**config.mk**
```make
export PLATFORM = sky130hd
export DESIGN_NAME = coh_snoop_ctrl
export DESIGN_NICKNAME = d
export VERILOG_FILES = /design/src/rtl/coh_pkg.sv /design/src/rtl/coh_line.sv /design/src/rtl/coh_seq.sv /design/src/rtl/coh_snoop_ctrl.sv
export SDC_FILE = /design/constraint.sdc
export NUM_CORES = 1
export LEC_CHECK = 0
export BUFFER_PORTS_ARGS = -buffer_cell sky130_fd_sc_hd__buf_2
export CORE_UTILIZATION = 40
export CTS_BUF_LIST = sky130_fd_sc_hd__clkbuf_16
export DETAILED_ROUTE_END_ITERATION = 7
export GPL_ROUTABILITY_DRIVEN = 0
export HOLD_SLACK_MARGIN = 0.08
export PLACE_DENSITY = 0.67
export RECOVER_POWER = 50
export SLEW_MARGIN = 25
export SYNTH_ARGS = -nofsm -noshare
export SYNTH_HDL_FRONTEND = slang
export SYNTH_SLANG_ARGS = --single-unit
```
**constraint.sdc**
```tcl
create_clock -name clk -period 2.75 [get_ports clk]
set_input_delay 0.1375 -clock clk [delete_from_list [all_inputs] [get_ports clk]]
set_output_delay 0.1375 -clock clk [all_outputs]
set_load 0.1 [all_outputs]
```
**src/rtl/coh_pkg.sv**
```systemverilog
package coh_pkg;
    parameter int ADDR_W = 8;
    parameter int DATA_W = 16;
    parameter int LINES  = 4;
    localparam int IDX_W = $clog2(LINES);
    localparam int TAG_W = ADDR_W - IDX_W;

    typedef enum logic [1:0] {LS_I = 2'd0, LS_S = 2'd1, LS_E = 2'd2} line_st_e;
    typedef enum logic [1:0] {BC_RD = 2'd0, BC_RDX = 2'd1, BC_INV = 2'd2, BC_WB = 2'd3} bus_cmd_e;

    typedef struct packed {
        logic [TAG_W-1:0]  tag;
        line_st_e          st;
        logic [DATA_W-1:0] data;
    } line_t;

    function automatic logic [IDX_W-1:0] idx_of(input logic [ADDR_W-1:0] a);
        return a[IDX_W-1:0];
    endfunction

    function automatic logic [TAG_W-1:0] tag_of(input logic [ADDR_W-1:0] a);
        return a[ADDR_W-1:IDX_W];
    endfunction
endpackage

```
**src/rtl/coh_line.sv**
```systemverilog
module coh_line import coh_pkg::*; (
    input  logic             clk,
    input  logic             rst,
    input  logic             wr_en,
    input  line_t            wr_line,
    input  logic             pend_set,
    input  logic             pend_clr,
    input  logic             snp_en,
    input  bus_cmd_e         snp_cmd,
    input  logic [TAG_W-1:0] snp_tag,
    output line_t            cur,
    output logic             pend,
    output logic             flush_req
);
    logic     snp_match;
    line_st_e snp_st;

    assign snp_match = snp_en && (snp_cmd != BC_WB) && (cur.st != LS_I) && (cur.tag == snp_tag);
    assign flush_req = snp_match && (cur.st == LS_E);

    always_comb begin
        if (snp_cmd == BC_RD) snp_st = (cur.st == LS_E) ? LS_S : cur.st;
        else                  snp_st = LS_I;
    end

    // local update has priority over a snoop on the same edge
    always_ff @(posedge clk) begin
        if (rst) begin
            cur  <= '{tag: '0, st: LS_I, data: '0};
            pend <= 1'b0;
        end else begin
            if (wr_en)          cur    <= wr_line;
            else if (snp_match) cur.st <= snp_st;
            if (pend_set)       pend   <= 1'b1;
            else if (pend_clr)  pend   <= 1'b0;
        end
    end

    AST_SNOOP_LEAVES_E: assert property (@(posedge clk) disable iff (rst)
        (flush_req && !wr_en) |=> (cur.st != LS_E));
    AST_SNOOP_KILLS: assert property (@(posedge clk) disable iff (rst)
        (snp_match && snp_cmd != BC_RD && !wr_en) |=> (cur.st == LS_I));
endmodule

```
**src/rtl/coh_seq.sv**
```systemverilog
module coh_seq import coh_pkg::*; (
    input  logic              clk,
    input  logic              rst,
    input  logic              cpu_req_valid,
    input  logic              cpu_req_write,
    input  logic [ADDR_W-1:0] cpu_req_addr,
    input  logic [DATA_W-1:0] cpu_req_wdata,
    input  logic              bus_gnt,
    input  logic              bus_rsp_valid,
    input  logic [DATA_W-1:0] bus_rsp_data,
    input  line_t             sel,
    output logic [IDX_W-1:0]  acc_idx,
    output logic              wr_en,
    output line_t             wr_line,
    output logic              pend_set,
    output logic              pend_clr,
    output logic              bus_req_valid,
    output logic [1:0]        bus_req_cmd,
    output logic [ADDR_W-1:0] bus_req_addr,
    output logic [DATA_W-1:0] bus_req_data,
    output logic              cpu_stall,
    output logic              cpu_resp_valid,
    output logic [DATA_W-1:0] cpu_resp_rdata
);
    typedef enum logic [2:0] {SQ_IDLE, SQ_WB_REQ, SQ_WB_WAIT, SQ_RQ, SQ_RQ_WAIT} sq_e;

    sq_e               fsm, fsm_n;
    logic [ADDR_W-1:0] addr_q;
    logic              wr_q;
    logic [DATA_W-1:0] wdata_q;
    bus_cmd_e          cmd_q, cmd_n;
    logic              resp_q, resp_n;
    logic [DATA_W-1:0] rdata_q, rdata_n;
    logic              take, hit;

    assign acc_idx = (fsm == SQ_IDLE) ? idx_of(cpu_req_addr) : idx_of(addr_q);
    assign take    = (fsm == SQ_IDLE) && cpu_req_valid && !resp_q;
    assign hit     = (sel.st != LS_I) && (sel.tag == tag_of(cpu_req_addr));

    always_comb begin
        fsm_n    = fsm;
        cmd_n    = cmd_q;
        resp_n   = 1'b0;
        rdata_n  = rdata_q;
        wr_en    = 1'b0;
        wr_line  = sel;
        pend_set = 1'b0;
        pend_clr = 1'b0;
        unique case (fsm)
            SQ_IDLE: if (take) begin
                if (hit && (!cpu_req_write || sel.st == LS_E)) begin
                    resp_n  = 1'b1;
                    rdata_n = cpu_req_write ? cpu_req_wdata : sel.data;
                    if (cpu_req_write) begin
                        wr_en        = 1'b1;
                        wr_line.data = cpu_req_wdata;
                    end
                end else begin
                    pend_set = 1'b1;
                    if (hit) begin
                        cmd_n = BC_INV;
                        fsm_n = SQ_RQ;
                    end else begin
                        cmd_n = cpu_req_write ? BC_RDX : BC_RD;
                        fsm_n = (sel.st == LS_E) ? SQ_WB_REQ : SQ_RQ;
                    end
                end
            end
            SQ_WB_REQ:  if (bus_gnt) fsm_n = SQ_WB_WAIT;
            SQ_WB_WAIT: if (bus_rsp_valid) begin
                wr_en      = 1'b1;
                wr_line.st = LS_I;
                fsm_n      = SQ_RQ;
            end
            SQ_RQ:      if (bus_gnt) fsm_n = SQ_RQ_WAIT;
            SQ_RQ_WAIT: if (bus_rsp_valid) begin
                wr_en        = 1'b1;
                wr_line.tag  = tag_of(addr_q);
                wr_line.st   = (cmd_q == BC_RD) ? LS_S : LS_E;
                wr_line.data = (cmd_q == BC_RD) ? bus_rsp_data : wdata_q;
                pend_clr     = 1'b1;
                resp_n       = 1'b1;
                rdata_n      = wr_line.data;
                fsm_n        = SQ_IDLE;
            end
            default: fsm_n = SQ_IDLE;
        endcase
    end

    always_ff @(posedge clk) begin
        if (rst) begin
            fsm     <= SQ_IDLE;
            addr_q  <= '0;
            wr_q    <= 1'b0;
            wdata_q <= '0;
            cmd_q   <= BC_RD;
            resp_q  <= 1'b0;
            rdata_q <= '0;
        end else begin
            fsm     <= fsm_n;
            cmd_q   <= cmd_n;
            resp_q  <= resp_n;
            rdata_q <= rdata_n;
            if (take) begin
                addr_q  <= cpu_req_addr;
                wr_q    <= cpu_req_write;
                wdata_q <= cpu_req_wdata;
            end
        end
    end

    assign bus_req_valid  = (fsm == SQ_WB_REQ) || (fsm == SQ_RQ);
    assign bus_req_cmd    = (fsm == SQ_WB_REQ) ? BC_WB : cmd_q;
    assign bus_req_addr   = (fsm == SQ_WB_REQ) ? {sel.tag, idx_of(addr_q)} : addr_q;
    assign bus_req_data   = (fsm == SQ_WB_REQ) ? sel.data : '0;
    assign cpu_stall      = (fsm != SQ_IDLE);
    assign cpu_resp_valid = resp_q;
    assign cpu_resp_rdata = rdata_q;

    AST_RESP_PULSE: assert property (@(posedge clk) disable iff (rst)
        cpu_resp_valid |=> !cpu_resp_valid);
    AST_REQ_HOLDS: assert property (@(posedge clk) disable iff (rst)
        (bus_req_valid && !bus_gnt) |=> (bus_req_valid && $stable(bus_req_addr) && $stable(bus_req_cmd)));
    AST_STALL_WITH_REQ: assert property (@(posedge clk) disable iff (rst)
        bus_req_valid |-> (cpu_stall && !cpu_resp_valid));
    AST_WRITE_KIND: assert property (@(posedge clk) disable iff (rst)
        (bus_req_valid && bus_req_cmd != BC_WB) |-> ((bus_req_cmd == BC_RD) == !wr_q));
endmodule

```
**src/rtl/coh_snoop_ctrl.sv**
```systemverilog
module coh_snoop_ctrl import coh_pkg::*; (
    input  logic              clk,
    input  logic              rst,
    input  logic              cpu_req_valid,
    input  logic              cpu_req_write,
    input  logic [ADDR_W-1:0] cpu_req_addr,
    input  logic [DATA_W-1:0] cpu_req_wdata,
    output logic              cpu_stall,
    output logic              cpu_resp_valid,
    output logic [DATA_W-1:0] cpu_resp_rdata,
    output logic              bus_req_valid,
    output logic [1:0]        bus_req_cmd,
    output logic [ADDR_W-1:0] bus_req_addr,
    output logic [DATA_W-1:0] bus_req_data,
    input  logic              bus_gnt,
    input  logic              bus_rsp_valid,
    input  logic [DATA_W-1:0] bus_rsp_data,
    input  logic              snp_valid,
    input  logic [1:0]        snp_cmd,
    input  logic [ADDR_W-1:0] snp_addr,
    output logic              snp_flush_valid,
    output logic [ADDR_W-1:0] snp_flush_addr,
    output logic [DATA_W-1:0] snp_flush_data
);
    line_t            lines [LINES];
    logic [LINES-1:0] pend_vec;
    logic [LINES-1:0] flush_vec;
    logic [IDX_W-1:0] acc_idx;
    logic [IDX_W-1:0] snp_idx;
    logic             wr_en, pend_set, pend_clr;
    line_t            wr_line;
    line_t            snp_line;

    assign snp_idx  = idx_of(snp_addr);
    assign snp_line = lines[snp_idx];

    for (genvar g = 0; g < LINES; g++) begin : g_line
        coh_line u_line (
            .clk       (clk),
            .rst       (rst),
            .wr_en     (wr_en && (acc_idx == IDX_W'(g))),
            .wr_line   (wr_line),
            .pend_set  (pend_set && (acc_idx == IDX_W'(g))),
            .pend_clr  (pend_clr && (acc_idx == IDX_W'(g))),
            .snp_en    (snp_valid && (snp_idx == IDX_W'(g))),
            .snp_cmd   (bus_cmd_e'(snp_cmd)),
            .snp_tag   (tag_of(snp_addr)),
            .cur       (lines[g]),
            .pend      (pend_vec[g]),
            .flush_req (flush_vec[g])
        );
    end

    coh_seq u_seq (
        .clk            (clk),
        .rst            (rst),
        .cpu_req_valid  (cpu_req_valid),
        .cpu_req_write  (cpu_req_write),
        .cpu_req_addr   (cpu_req_addr),
        .cpu_req_wdata  (cpu_req_wdata),
        .bus_gnt        (bus_gnt),
        .bus_rsp_valid  (bus_rsp_valid),
        .bus_rsp_data   (bus_rsp_data),
        .sel            (lines[acc_idx]),
        .acc_idx        (acc_idx),
        .wr_en          (wr_en),
        .wr_line        (wr_line),
        .pend_set       (pend_set),
        .pend_clr       (pend_clr),
        .bus_req_valid  (bus_req_valid),
        .bus_req_cmd    (bus_req_cmd),
        .bus_req_addr   (bus_req_addr),
        .bus_req_data   (bus_req_data),
        .cpu_stall      (cpu_stall),
        .cpu_resp_valid (cpu_resp_valid),
        .cpu_resp_rdata (cpu_resp_rdata)
    );

    always_ff @(posedge clk) begin
        if (rst) begin
            snp_flush_valid <= 1'b0;
            snp_flush_addr  <= '0;
            snp_flush_data  <= '0;
        end else begin
            snp_flush_valid <= |flush_vec;
            snp_flush_addr  <= {snp_line.tag, snp_idx};
            snp_flush_data  <= snp_line.data;
        end
    end

    AST_ONE_PENDING: assert property (@(posedge clk) disable iff (rst)
        $countones(pend_vec) <= 1);
    AST_REQ_MARKED: assert property (@(posedge clk) disable iff (rst)
        bus_req_valid |-> pend_vec[idx_of(bus_req_addr)]);
    AST_IDLE_UNMARKED: assert property (@(posedge clk) disable iff (rst)
        cpu_resp_valid |-> (pend_vec == '0));
endmodule

```
==> out/results.tsv <==
stage	metric	value	unit
status	outcome	finished, violations left	
status	failing checks	setup timing	
clock_tree	clk slew on worst S/H paths	0.07	ns
clock_tree	Worst-Skew Late Latency	0.44	ns
sta	Final Critical Period	2.86	ns
cells_and_area	fillers	1947	
route	routed via count	8883	
sta	fin crit share	104	%
worst_setup_path	crit start category	register	
worst_hold_path	min-delay src	snp_cmd[0]	
grt	largest net degree at the start of global routing	46	
sta	Max Fclk	350	MHz
cells_and_area	final core occ	55.5	%
worst_hold_path	worst hold path class	input pin to register	
logic_synthesis	Synth Instances	1036	
logic_synthesis	Post-synth ARST share	0	%
logic_synthesis	Yosys cell types	66	
floorplan	die width	154	um
logic_synthesis	Post-synth EDFFs	0	
sta	Setup violations, final	43	
place	hpwl dp	20.6	mm
pwr	PD cells	580	nW/um^2
clock_tree	CTS root buffer	clkbuf_16	
pwr	Flop pwr share	35.6	%
clock_tree	CTS tree	done	
logic_synthesis	Seq/Total Area, Yosys	36.4	%
floorplan	area of the core	22600	um^2
worst_hold_path	Hold Path End	g_line[2].u_line.cur[16]	
pwr	internal power	4.80	mW
logic_synthesis	register bit total from synthesis	167	
sta	unrepaired setup endpoints after global routing	yes	
floorplan	Die ar.	23600	um^2
cells_and_area	Non-Filler Instances	1568	
route	remaining antenna violation count	0	
place	# port buffers	126	
cells_and_area	Synth-to-Final Area Change	36.5	%
route	initial DRC count	686	
cells_and_area	layout cells sized above 1	35.7	%
route	drt pass-1 iters	6	
pwr	leak pwr	4.94	nW
floorplan	Starting Density	40.7	%
cells_and_area	most frequent cells in the layout	228 x nand2_1, 164 x dfxtp_1, 124 x buf_4, 112 x a21oi_1, 109 x buf_2	
floorplan	# rows	55	
floorplan	Top Ports	127	
route	DRC	0	
pwr	Clock power frac	33.8	%
worst_setup_path	R2R cell count	12	
clock_tree	Max clock buf depth	2	
route	Routed WL per cell	19.7	um
pwr	combinational share of power	30.6	%
worst_setup_path	top fanout value on the critical path	5	
worst_setup_path	Worst Path Required	3.10	ns
place	area post-placement	11000	um^2
worst_hold_path	Hold Crit Depth	5	
sta	Final Hold Vio Count	0	
cells_and_area	Net count, final	1326	
worst_setup_path	Arrival @ worst endpoint	3.21	ns
grt	gr ovfl total	0	
grt	vias in the first global route	8432	
logic_synthesis	Syn Std Cell Area	9180	um^2
route	DRT Wirelength	30.8	mm
worst_setup_path	CP Capture Type	register	
clock_tree	CTS H-tree depth	4	
grt	initial antenna violation count	1	
floorplan	Die Y	154	um
place	post-place setup slack	-0.130	ns
logic_synthesis	Syn Nets	1093	
logic_synthesis	Synth Flop Type	dfxtp_1	
worst_setup_path	reg2reg setup slack	-0.11	ns
sta	Slew Viols, Final	0	
worst_setup_path	FF-to-FF End	g_line[3].u_line.cur[13]	
route	Vias/cell	5.67	
clock_tree	total CTS buffers	17	
place	Inst Count DP	1482	
cells_and_area	Final Cell Area	12500	um^2
flow_run	MaxCap Viol Count	0	
logic_synthesis	Yosys warning total	0	
sta	worst slew pin tran	0.745	ns
worst_setup_path	critical path class	register to register	
worst_setup_path	RR Startpoint	u_seq.addr_q[0]	
sta	Setup Skew	0.0143	ns
clock_tree	CTS sink cnt	167	
pwr	Max VDD drop	0.341	mV
cells_and_area	most common cell after layout, fill and taps aside	nand2_1	
pwr	P_sw	2.48	mW
pwr	Design Power	7.27	mW
sta	Final WS setup	-0.110	ns
sta	max_slew headroom	50.2	%
grt	gr usage total	25.5	%
grt	first-pass GRT wire length	46.6	mm
logic_synthesis	Avg Synthesized Cell Area	8.86	um^2
pwr	Net Sw Frac	34.1	%
## synth_stat cells, types with 7 or more instances
cell type    n  area share [%]
nor2_1      63             2.6
mux2i_1     53             5.8
buf_2       16            0.87
nor2b_1     36             2.5
xnor2_1     22             2.1
nand3_1     10            0.54
nand2_1    235             9.6
a211oi_2    12             1.6
clkbuf_1    43             1.8
and2_1      18             1.2
mux4_2      44              11
a211oi_1    35             2.9
nor3_1       9            0.49
dfxtp_1    167              36
a221oi_2     7             1.1
buf_4       15             1.2
o21ai_0     15            0.82
xor2_1      12             1.1
a21oi_1    120             6.5
## what timing repair did
action / in CTS / in global routing
endpoints found under the hold margin: 24 / 0
pin swaps: 11 / 19
gates resized for setup: 35 / 49
setup buffers: 15 / 10
cloned: 4 / 2
endpoints found under the setup margin: 123 / 127
hold buffers: 24 / 0
## cells by family (layout without fill, tap and decap cells)
| logic type | Yosys count | after routing | share of synthesized area, % |
|---|---|---|---|
| and+or+nand+nor | 406 | 406 | 20.2 |
| AOI/OAI and AO/OA | 239 | 239 | 18.0 |
| DFF | 167 | 167 | 36.4 |
| muxes | 101 | 101 | 17.2 |
| buffers and inverters | 89 | 335 | 4.92 |
| xor gates and xnor gates | 34 | 34 | 3.24 |
| other | 0 | 1 | 0 |
## cell type report
type / instances / area [um^2] / share of cell area (%)
multi-input cells: 780 / 5700 / 45.5
flip-flops and latches: 167 / 3350 / 26.7
repair buffers: 298 / 2520 / 20.1
clock buffers: 17 / 425 / 3.39
well taps: 285 / 357 / 2.84
clock inverters: 15 / 161 / 1.29
inverters: 5 / 21.3 / 0.170
diodes: 1 / 2.50 / 0.0200
## worst max-delay path: stages (launching register included)
cell      delay (ns)
dfxtp_4         0.40
buf_12          0.13
mux4_2          0.51
xor2_1          0.17
o22a_1          0.20
nor3_1          0.19
buf_4           0.18
nand3_4         0.13
a21boi_4        0.34
buf_6           0.15
buf_12          0.11
nor2_1          0.06
a211oi_2        0.20
## sequential cells by signal (all words and copies together) (netlist names)
name	cells
g_line.u_line.cur	96
snp_flush_data	16
u_seq.fsm	3
u_seq.addr_q	8
u_seq.wdata_q	16
u_seq.cpu_resp_rdata	16
u_seq.cmd_q	2
snp_flush_valid	1
snp_flush_addr	8
u_seq.cpu_resp_valid	1
## stage by stage
stage | hold slack (ns) | setup TNS, ns
floorplan | 0.273 | -0.480
global placement | 0.391 | -1.70
detailed placement | 0.401 | -4.06
CTS | 0.112 | -0.145
global route | 0.154 | -9.61
finish | 0.146 | -1.65
## routing by layer
layer	vias to the layer above	track usage, %	routed length [um]
li1	4120	-	-
met1	4283	33.3	13000
met2	400	41.1	14500
met3	80	5.07	2300
met4	0	10.4	1060
met5	-	0	0
## power by group through the flow
stage / registers [mW] / clock network (mW) / logic, mW
floorplan: 2.67 / 0 / 1.26
global placement: 2.63 / 0 / 1.87
detailed placement: 2.63 / 0 / 1.89
CTS: 2.58 / 2.49 / 2.05
global route: 2.60 / 2.57 / 2.31
finish: 2.59 / 2.46 / 2.23
## worst max-delay path by stage
stage	slack [ns]	cells after the start	end	from
final	-0.11	12	g_line[3].u_line.cur[13]	u_seq.addr_q[0]
after global routing	-0.17	11	g_line[2].u_line.cur[12]	u_seq.addr_q[0]
after CTS	-0.06	8	bus_req_data[7]	u_seq.fsm[2]
after detailed placement	-0.13	9	g_line[0].u_line.cur[2]	u_seq.addr_q[0]
after global placement	-0.07	10	g_line[0].u_line.cur[2]	cpu_req_addr[0]
after floorplan	-0.12	5	bus_req_addr[4]	u_seq.fsm[0]
(Power assumes the default switching activity.)
